[src/rtl/ta_pkg.sv]
package ta_pkg;

  typedef enum logic {
    SEQ_IDLE  = 1'b0,
    SEQ_ARMED = 1'b1
  } seq_t;

  localparam int unsigned BUS_W = 8;

endpackage

[src/rtl/ta_unlock_fsm.sv]
module ta_unlock_fsm
  import ta_pkg::*;
#(
  parameter logic [BUS_W-1:0] ADDR_TA = 8'hC7,
  parameter logic [BUS_W-1:0] KEY1    = 8'hAA,
  parameter logic [BUS_W-1:0] KEY2    = 8'h55
) (
  input  logic             clk,
  input  logic             rst_n,
  input  logic             wr_en,
  input  logic [BUS_W-1:0] wr_addr,
  input  logic [BUS_W-1:0] wr_data,
  output logic             unlock
);

  seq_t state_q, state_d;
  logic ta_hit;

  assign ta_hit = wr_en && (wr_addr == ADDR_TA);
  assign unlock = ta_hit && (wr_data == KEY2) && (state_q == SEQ_ARMED);

  always_comb begin
    state_d = state_q;
    if (wr_en) begin
      if (ta_hit && (wr_data == KEY1)) state_d = SEQ_ARMED;
      else                             state_d = SEQ_IDLE;
    end
  end

  always_ff @(posedge clk or negedge rst_n) begin
    if (!rst_n) state_q <= SEQ_IDLE;
    else        state_q <= state_d;
  end


  key_restart_chk: assert property (@(posedge clk) disable iff (!rst_n)
    (wr_en && wr_addr == ADDR_TA && wr_data == KEY1) |=> (state_q == SEQ_ARMED));


  seq_break_chk: assert property (@(posedge clk) disable iff (!rst_n)
    (wr_en && !(wr_addr == ADDR_TA && wr_data == KEY1)) |=> (state_q == SEQ_IDLE));

endmodule

[src/rtl/ta_window.sv]
module ta_window #(
  parameter int unsigned WIN_LEN = 3
) (
  input  logic clk,
  input  logic rst_n,
  input  logic load,
  input  logic close,
  input  logic tick,
  output logic open
);

  localparam int unsigned CW = $clog2(WIN_LEN + 1);

  logic [CW-1:0] cnt_q, cnt_d;

  assign open = (cnt_q != '0);

  always_comb begin
    cnt_d = cnt_q;
    if (load)               cnt_d = CW'(WIN_LEN);
    else if (close)         cnt_d = '0;
    else if (tick && open)  cnt_d = cnt_q - 1'b1;
  end

  always_ff @(posedge clk or negedge rst_n) begin
    if (!rst_n) cnt_q <= '0;
    else        cnt_q <= cnt_d;
  end


  load_open_chk: assert property (@(posedge clk) disable iff (!rst_n)
    load |=> open);


  accept_close_chk: assert property (@(posedge clk) disable iff (!rst_n)
    (close && !load) |=> !open);


  idle_hold_chk: assert property (@(posedge clk) disable iff (!rst_n)
    (!load && !close && !tick) |=> $stable(cnt_q));

endmodule

[src/rtl/ta_guard_reg.sv]
module ta_guard_reg
  import ta_pkg::*;
#(
  parameter logic [BUS_W-1:0] PMASK   = 8'h01,
  parameter logic [BUS_W-1:0] SMASK   = 8'h00,
  parameter logic [BUS_W-1:0] RST_VAL = 8'h00
) (
  input  logic             clk,
  input  logic             rst_n,
  input  logic             wr_hit,
  input  logic [BUS_W-1:0] wr_data,
  input  logic             win_open,
  input  logic             set_in,
  output logic [BUS_W-1:0] q
);

  logic [BUS_W-1:0] q_d;

  for (genvar i = 0; i < BUS_W; i++) begin : g_bit
    logic wr_bit;
    if (PMASK[i]) begin : g_prot
      assign wr_bit = (wr_hit && win_open) ? wr_data[i] : q[i];
    end else begin : g_plain
      assign wr_bit = wr_hit ? wr_data[i] : q[i];
    end
    if (SMASK[i]) begin : g_set
      assign q_d[i] = wr_bit | set_in;
    end else begin : g_noset
      assign q_d[i] = wr_bit;
    end
  end

  always_ff @(posedge clk or negedge rst_n) begin
    if (!rst_n) q <= RST_VAL;
    else        q <= q_d;
  end


  prot_hold_chk: assert property (@(posedge clk) disable iff (!rst_n)
    (!(wr_hit && win_open) && !set_in) |=> ((q & PMASK) == $past(q & PMASK)));


  plain_follow_chk: assert property (@(posedge clk) disable iff (!rst_n)
    wr_hit |=> ((q & ~PMASK & ~SMASK) == $past(wr_data & ~PMASK & ~SMASK)));


  set_win_chk: assert property (@(posedge clk) disable iff (!rst_n)
    set_in |=> ((q & SMASK) == SMASK));

endmodule

[src/rtl/ta_write_guard.sv]
module ta_write_guard
  import ta_pkg::*;
#(
  parameter logic [BUS_W-1:0] ADDR_TA  = 8'hC7,
  parameter logic [BUS_W-1:0] ADDR_XIF = 8'h91,
  parameter logic [BUS_W-1:0] ADDR_WDC = 8'hD8,
  parameter logic [BUS_W-1:0] KEY1     = 8'hAA,
  parameter logic [BUS_W-1:0] KEY2     = 8'h55,
  parameter int unsigned      WIN_LEN  = 3
) (
  input  logic             clk,
  input  logic             rst_n,
  input  logic             cyc_en,
  input  logic             wr_en,
  input  logic [BUS_W-1:0] wr_addr,
  input  logic [BUS_W-1:0] wr_data,
  input  logic             por_set,
  input  logic [BUS_W-1:0] rd_addr,
  output logic [BUS_W-1:0] rd_data,
  output logic             bg_sel,
  output logic             por_flag,
  output logic             wdt_en,
  output logic             wdt_kick,
  output logic             wdt_irq,
  output logic             win_open
);

  localparam int unsigned      BIT_BGS  = 0;
  localparam int unsigned      BIT_POR  = 6;
  localparam int unsigned      BIT_IRQ  = 3;
  localparam int unsigned      BIT_EN   = 1;
  localparam int unsigned      BIT_KICK = 0;
  localparam logic [BUS_W-1:0] XIF_PM   = BUS_W'(1) << BIT_BGS;
  localparam logic [BUS_W-1:0] WDC_SM   = BUS_W'(1) << BIT_POR;
  localparam logic [BUS_W-1:0] WDC_PM   = WDC_SM | (BUS_W'(1) << BIT_IRQ)
                                        | (BUS_W'(1) << BIT_EN) | (BUS_W'(1) << BIT_KICK);

  logic             unlock, hit_xif, hit_wdc, accept;
  logic [BUS_W-1:0] xif_q, wdc_q;

  assign hit_xif = wr_en && (wr_addr == ADDR_XIF);
  assign hit_wdc = wr_en && (wr_addr == ADDR_WDC);
  assign accept  = win_open && (hit_xif || hit_wdc);

  ta_unlock_fsm #(.ADDR_TA(ADDR_TA), .KEY1(KEY1), .KEY2(KEY2)) u_fsm (
    .clk(clk), .rst_n(rst_n), .wr_en(wr_en), .wr_addr(wr_addr),
    .wr_data(wr_data), .unlock(unlock)
  );

  ta_window #(.WIN_LEN(WIN_LEN)) u_win (
    .clk(clk), .rst_n(rst_n), .load(unlock), .close(accept),
    .tick(cyc_en), .open(win_open)
  );

  ta_guard_reg #(.PMASK(XIF_PM), .SMASK('0), .RST_VAL('0)) u_xif (
    .clk(clk), .rst_n(rst_n), .wr_hit(hit_xif), .wr_data(wr_data),
    .win_open(win_open), .set_in(1'b0), .q(xif_q)
  );

  ta_guard_reg #(.PMASK(WDC_PM), .SMASK(WDC_SM), .RST_VAL(WDC_SM)) u_wdc (
    .clk(clk), .rst_n(rst_n), .wr_hit(hit_wdc), .wr_data(wr_data),
    .win_open(win_open), .set_in(por_set), .q(wdc_q)
  );

  always_comb begin
    rd_data = '0;
    if (rd_addr == ADDR_XIF)      rd_data = xif_q;
    else if (rd_addr == ADDR_WDC) rd_data = wdc_q;
  end

  assign bg_sel   = xif_q[BIT_BGS];
  assign por_flag = wdc_q[BIT_POR];
  assign wdt_en   = wdc_q[BIT_EN];
  assign wdt_kick = wdc_q[BIT_KICK];
  assign wdt_irq  = wdc_q[BIT_IRQ];


  open_write_chk: assert property (@(posedge clk) disable iff (!rst_n)
    (hit_wdc && win_open && !por_set) |=> ((wdc_q & WDC_PM) == $past(wr_data & WDC_PM)));


  ta_read_chk: assert property (@(posedge clk) disable iff (!rst_n)
    (rd_addr == ADDR_TA) |-> (rd_data == '0));

endmodule

[config.mk]
export PLATFORM = sky130hd
export DESIGN_NAME = ta_write_guard
export DESIGN_NICKNAME = d
export VERILOG_FILES = /design/src/rtl/ta_pkg.sv /design/src/rtl/ta_unlock_fsm.sv /design/src/rtl/ta_window.sv /design/src/rtl/ta_guard_reg.sv /design/src/rtl/ta_write_guard.sv
export SDC_FILE = /design/constraint.sdc
export NUM_CORES = 1
export LEC_CHECK = 0
export BUFFER_PORTS_ARGS = -buffer_cell sky130_fd_sc_hd__buf_2
export CAP_MARGIN = 10
export CORE_MARGIN = 3
export CORE_UTILIZATION = 50
export CTS_BUF_LIST = sky130_fd_sc_hd__clkbuf_4 sky130_fd_sc_hd__clkbuf_8 sky130_fd_sc_hd__clkbuf_16
export CTS_CLUSTER_SIZE = 20
export DETAILED_ROUTE_END_ITERATION = 8
export HOLD_SLACK_MARGIN = 0.06
export PLACE_DENSITY = 0.83
export SETUP_SLACK_MARGIN = 0.5
export SLEW_MARGIN = 10
export SYNTH_ARGS = -nofsm -noshare
export SYNTH_HDL_FRONTEND = slang
export SYNTH_SLANG_ARGS = --single-unit
[constraint.sdc]
create_clock -name clk -period 2.62 [get_ports clk]
set_input_delay 0 -clock clk [delete_from_list [all_inputs] [get_ports clk]]
set_output_delay 0 -clock clk [all_outputs]
set_load 0.05 [all_outputs]
# --- Yosys cells after proc, flatten, opt, wreduce, memory -nomap -nowiden ---
# Index checks and enable logic that the tools add are counted.
word_totals:
  reg_bits: 19
  word_cells: 36
classes:
  addsub: 1
  eq_ne: 7
  muxes: 7
  bitwise: 1
  reduce_logical: 13
ops:
  columns: ["cell", "count"]
  rows:
  - ["$eq 8x8->1 const B", 6]
  - ["$mux 8", 2]
  - ["$logic_and 1x1->1", 10]
  - ["$eq 8x7->1 const B", 1]
  - ["$mux 2", 3]
  - ["$reduce_bool 3->1", 1]
  - ["$mux 1", 2]
  - ["$reduce_bool 2->1", 1]
  - ["$sub 2x1->2 const B", 1]
  - ["$logic_or 1x1->1", 1]
  - ["$or 1x1->1", 1]

# --- Depth between registers and ports, before layout ---
logic_depth:
  depth_word: 6
  depth_mapped: 6

# --- Hierarchy ---
# Synthesis repeated with hierarchy kept, for this count alone.
hier_totals:
  cells_unflattened: 102
  area_unflattened_um2: 1204.9
by_module_without_submodules:
  columns: ["mod", "instances", "cells_each", "area_each_um2", "seq_area_each_um2"]
  rows:
  - ["ta_guard_reg at u_wdc", 1, 18, 319.1, 201.4]
  - ["ta_guard_reg at u_xif", 1, 18, 316.6, 200.2]
  - ["ta_write_guard", 1, 39, 314.1, 0.0]
  - ["ta_window", 1, 13, 135.1, 50.0]
  - ["ta_unlock_fsm", 1, 14, 120.1, 25.0]

# --- Least setup slack after synthesis ---
# OpenSTA, ideal clock, no wires.
synth_timing:
  path_kind: "reg2reg"
  start: "register u_win.cnt_q[0]"
  end: "register u_win.cnt_q[0]"
  t_arrival_ns: 1.395
  required_ns: 2.477
  setup_slack_ns: 1.082
  stages_incl_launch_ff: 7
  n_path_buf: 0
  cell_sequence: "dfrtp_1 -> inv_1 -> ha_1 -> inv_1 -> and3_1 -> o21ai_0 -> o211ai_1"
synth_via:
  elab_chain_cells: 4
  elab_cells_between_ends: 8
  cone_classes: "add/sub (1); mux (3); reduce/logical (4)"
synth_rtl:
  columns: ["element", "line_no", "text"]
  rows:
  - ["start, declared", "ta_window.sv:14", "logic [CW-1:0] cnt_q, cnt_d;"]
  - ["start signal, assigned", "ta_window.sv:27", "else cnt_q <= cnt_d;"]
  - ["$reduce_bool 2->1 *", "ta_window.sv:16", "assign open = (cnt_q != '0);"]
  - ["via win_open", "ta_write_guard.sv:25", "output logic win_open"]
  - ["$logic_and 1x1->1", "ta_write_guard.sv:43", "assign accept = win_open && (hit_xif || hit_wdc);"]
  - ["$mux 2", "ta_window.sv:21", "else if (close) cnt_d = '0;"]
  - ["$mux 2", "ta_window.sv:20", "if (load) cnt_d = CW'(WIN_LEN);"]
# The timed path passes the listed nets; every way through them passes the cells marked *. The select of a mux whose other input is x is not followed.
# A chain may end at the register's enable or synchronous reset.

# --- Worst setup path after layout ---
layout_timing:
  start: "input wr_en"
  end: "register u_wdc.q[6]"
layout_via:
  elab_chain_cells: 4
layout_rtl:
  columns: ["element", "line_no", "text"]
  rows:
  - ["start, declared", "ta_write_guard.sv:14", "input logic wr_en,"]
  - ["$logic_and 1x1->1", "ta_write_guard.sv:42", "assign hit_wdc = wr_en && (wr_addr == ADDR_WDC);"]
  - ["$logic_and 1x1->1", "ta_guard_reg.sv:22", "assign wr_bit = (wr_hit && win_open) ? wr_data[i] : q[i];"]
  - ["$mux 1", "ta_guard_reg.sv:22", null]
  - ["$or 1x1->1", "ta_guard_reg.sv:27", "assign q_d[i] = wr_bit | set_in;"]
  - ["via u_wdc.q_d[6]", "ta_guard_reg.sv:17", "logic [BUS_W-1:0] q_d;"]
  - ["end signal, assigned", "ta_guard_reg.sv:35", "else q <= q_d;"]
  - ["end, declared", "ta_guard_reg.sv:14", "output logic [BUS_W-1:0] q"]
# The timed path passes the listed nets, and every way through them passes these cells.

==> metrics list <==
- The run finished with clean final reports.
- Power, Total: 0.700 mW
- Required time at the endpoint of the critical path: 2850 ps
* Maximum ir drop on the vdd rail: 0.000433 V
- Pin count of the biggest net entering global routing: 20
- Synth area leader: sky130_fd_sc_hd__dfrtp_1
- After synthesis, the most frequently instantiated cells are sky130_fd_sc_hd__dfrtp_1, sky130_fd_sc_hd__mux2_2, sky130_fd_sc_hd__a22o_2.
- The synthesized netlist contains 27 unique library cells.
- Top cell by count, worst path: sky130_fd_sc_hd__dlygate4sd3_1
* Initial Utilization: 55.9%
- Classification of the worst setup path: in -> reg
- Excluding fillers, the count of instances in the completed layout stands at 165.
* Shortest clock period the worst path allows after layout: 1920 ps
* Clock insertion delay at the later pin of the skew report: 300 ps
- Fraction of final layout cells sized beyond drive strength 1: 55.0%
- Based on the critical path, the design can be clocked at up to 520 MHz.
- Rows: 15
- Yosys mapped a number of flops with a built-in enable equal to 0.
* DIE HEIGHT: 51.3 um
* Maximum clock insertion buffer count: 2
- Clock H-tree levels: 1
* Initial antenna violation count: 0
- All-Layer GR Usage: 20.6%
* Total via count after detailed routing: 929
- Area Overhead vs Synth: 38.9%
- Worst Slack Setup Final: 696 ps
* Detailed placer's ending HPWL: 1810 um
- The first global-routing pass estimated 4170 um of wire.
- Of all nets on the critical path, the largest fanout is 6.
* Floorplan Core Area: 1840 um2
* Top FF cell, synth: sky130_fd_sc_hd__dfrtp_1
* CTS tree: yes
* Final max-slew violation count: 0
- Routability cong.: 0.758
- Setup repair after global routing left no endpoint under its margin.
- Counting flops and latches in the post-synthesis netlist gives 19.
- Inst Count DP: 148
- Final setup viols: 0
* Count of boundary I/O pins: 43
* Number of nets in the finished design: 171
* Number of standard cells after synthesis: 81
- Total Die Area: 2630 um2
* DRC violations left: 0
- Total number of clock tree sinks: 19
- Worst min-delay path category: in -> reg
- TritonCTS buffer count: 3
- Max-cap violations in this run came to 0.
- Fill count: 143
- Nature of the critical path startpoint: primary input
- Tcrit/Tclk final: 73.4%
* WL final: 2490 um
* Synthesized cell area: 1030 um2
* Post-synthesis average cell area: 12.7 um2
- Counting flops with an async set or reset pin after synthesis yields a share of 100%.
* Setup TNS: 0 ps
- Summed over all layers, the global routing overflow is 0.
- Dividing total power by cell area gives a power density of 491 nW/um2.
- Final hold violation count: 0
* Vias per inst: 5.63
* Average detailed-routed wire length per instance: 15.1 um
- Synth warnings: 0
* Arrival @ worst endpoint: 2160 ps
- Horiz. Die Dim: 51.3 um
- Post-synth net total: 111
- Clock-pin slew was measured on the worst setup and hold paths at 110 ps.
- Post-synthesis sequential area ratio: 46.4%
- Cells along the critical path: dlygate4sd3_1 -> buf_2 -> and4bb_2 -> nand3_2 -> o21a_1 -> a211o_1 -> dlygate4sd3_1
* Area share of the largest cell type after synthesis: 43.8%
- Clock skew on the completed layout was measured at 3.05 ps.
- Static power due to leakage: 0.724 nW
- Most used standard cell by instance count after synthesis: sky130_fd_sc_hd__dfrtp_1
- Root Buffer: sky130_fd_sc_hd__clkbuf_4
* DR iter-0 viols: 12
- Final cell utilization of the core: 77.6%
- Before antenna repair, the detailed router went through 4 iterations.
- STA classifies the critical path endpoint as a flop.
* # Post-CTS Setup Buffers: 0
- Worst Max-Slew Pin Slew: 591 ps
* IO Port Bufs: 42
- Antenna cells: 0
- ANT nets after route: 0
- Before CTS, the worst setup slack after placement is 1130 ps.
- By area the synthesized netlist is led by sky130_fd_sc_hd__dfrtp_1, sky130_fd_sc_hd__mux2_2, sky130_fd_sc_hd__a22o_2, sky130_fd_sc_hd__nor4bb_1, sky130_fd_sc_hd__dfstp_2.
* Max stage delay on crit path: 550 ps
- Via count of the first global-routing pass: 944
* Headroom to the max-slew limit: 60.4%
- The slowest stage of the critical path belongs to the cell sky130_fd_sc_hd__dlygate4sd3_1.
==> flip-flops by register name (all words and copies together), names as in the netlist <==
register       count
u_xif.q            8
u_fsm.state_q      1
u_wdc.q            8
u_win.cnt_q        2
==> layer usage <==
| metal | global-route usage, % | share of wire [%] | up-vias |
|---|---|---|---|
| met3 | 3.50 | 8.3 | 2 |
| met5 | 0 | 0 | - |
| met1 | 25.6 | 40 | 450 |
| met4 | 3.93 | 0.40 | 0 |
| met2 | 37.6 | 51 | 41 |
| li1 | - | - | 436 |
==> through the flow <==
| stage | hold slack (ps) | area, um2 |
|---|---|---|
| final | 82.5 | 1430 |
| after global routing | 105 | 1430 |
| after detailed placement | -47.1 | 1270 |
| after CTS | 71.2 | 1430 |
| after floorplan | -296 | 1030 |
| after global placement | -50.0 | 1270 |
==> worst paths after layout <==
path	from	to	slack, ps	depth (start not counted)
worst max-delay path	wr_en	u_wdc.q[6]	700	7
worst min-delay path	cyc_en	u_win.cnt_q[0]	80	4
worst max register to register	u_win.cnt_q[0]	u_wdc.q[6]	840	5
worst min register to register	u_xif.q[4]	u_xif.q[4]	520	1
max in group asynchronous	rst_n	u_wdc.q[6]	2140	2
min in group asynchronous	rst_n	u_win.cnt_q[1]	150	2
==> cell type report <==
type | instances | area [um2] | area share, %
multi-input combinational | 58 | 536 | 37.5
sequential | 19 | 477 | 33.4
timing repair buffer | 55 | 340 | 23.9
tap | 25 | 31.3 | 2.19
clock buffer | 3 | 22.5 | 1.58
inverter | 4 | 15.0 | 1.05
clock inverter | 1 | 5.00 | 0.351
==> critical path, delay by kind of cell <==
family,cells,cell delay [ps]
buffers and inverters,3,1190
AO/OA/AOI/OAI,2,490
AND/OR/NAND/NOR,2,470
==> cell families (layout without fill, tap and decap cells) <==
kind of cell	count (synthesis)	after routing	share of synthesized area (%)
AOI/OAI and AO/OA	16	16	13.0
adders and majority gates	1	1	1.22
buffers and inverters	4	63	1.46
DFF	19	19	46.4
muxes	15	15	16.4
and+or+nand+nor	26	26	21.4
==> repair_timing <==
| item | CTS | global route |
|---|---|---|
| hold buffers | 13 | 0 |
| endpoints found under the hold margin | 36 | 0 |
| gates resized for setup | 0 | 0 |
==> report_power, final <==
group	internal [mW]	switching [mW]	total, mW
sequential	0.321	0.0105	0.331
combinational	0.0838	0.135	0.219
clock	0.0568	0.0924	0.149
==> cells in the final DEF (no fill, tap or decap) <==
cell type and n:
sky130_fd_sc_hd__nor2_1 3, sky130_fd_sc_hd__clkinv_2 1, sky130_fd_sc_hd__buf_2 42, sky130_fd_sc_hd__nor2_2 1, sky130_fd_sc_hd__a211o_1 1, sky130_fd_sc_hd__mux2_2 15
sky130_fd_sc_hd__nand4_1 1, sky130_fd_sc_hd__dlygate4sd3_1 13, sky130_fd_sc_hd__nor2b_1 1, sky130_fd_sc_hd__and4b_1 2, sky130_fd_sc_hd__and3b_1 1, sky130_fd_sc_hd__clkbuf_4 3
sky130_fd_sc_hd__o21a_1 1, sky130_fd_sc_hd__dfrtp_1 18, sky130_fd_sc_hd__ha_1 1, sky130_fd_sc_hd__o211ai_1 3, sky130_fd_sc_hd__nand3_2 2, sky130_fd_sc_hd__and3_1 1
sky130_fd_sc_hd__inv_1 4, sky130_fd_sc_hd__and4bb_2 1, sky130_fd_sc_hd__nor3_2 1, sky130_fd_sc_hd__nor4b_4 1, sky130_fd_sc_hd__dfstp_2 1, sky130_fd_sc_hd__nand3_1 1
sky130_fd_sc_hd__nand4b_1 1, sky130_fd_sc_hd__a22o_2 8, sky130_fd_sc_hd__nor4bb_1 3, sky130_fd_sc_hd__nand2_1 2, sky130_fd_sc_hd__nor3b_1 3, sky130_fd_sc_hd__nor4b_2 1
sky130_fd_sc_hd__o21ai_0 3
Power figures use the tool's default switching activity.
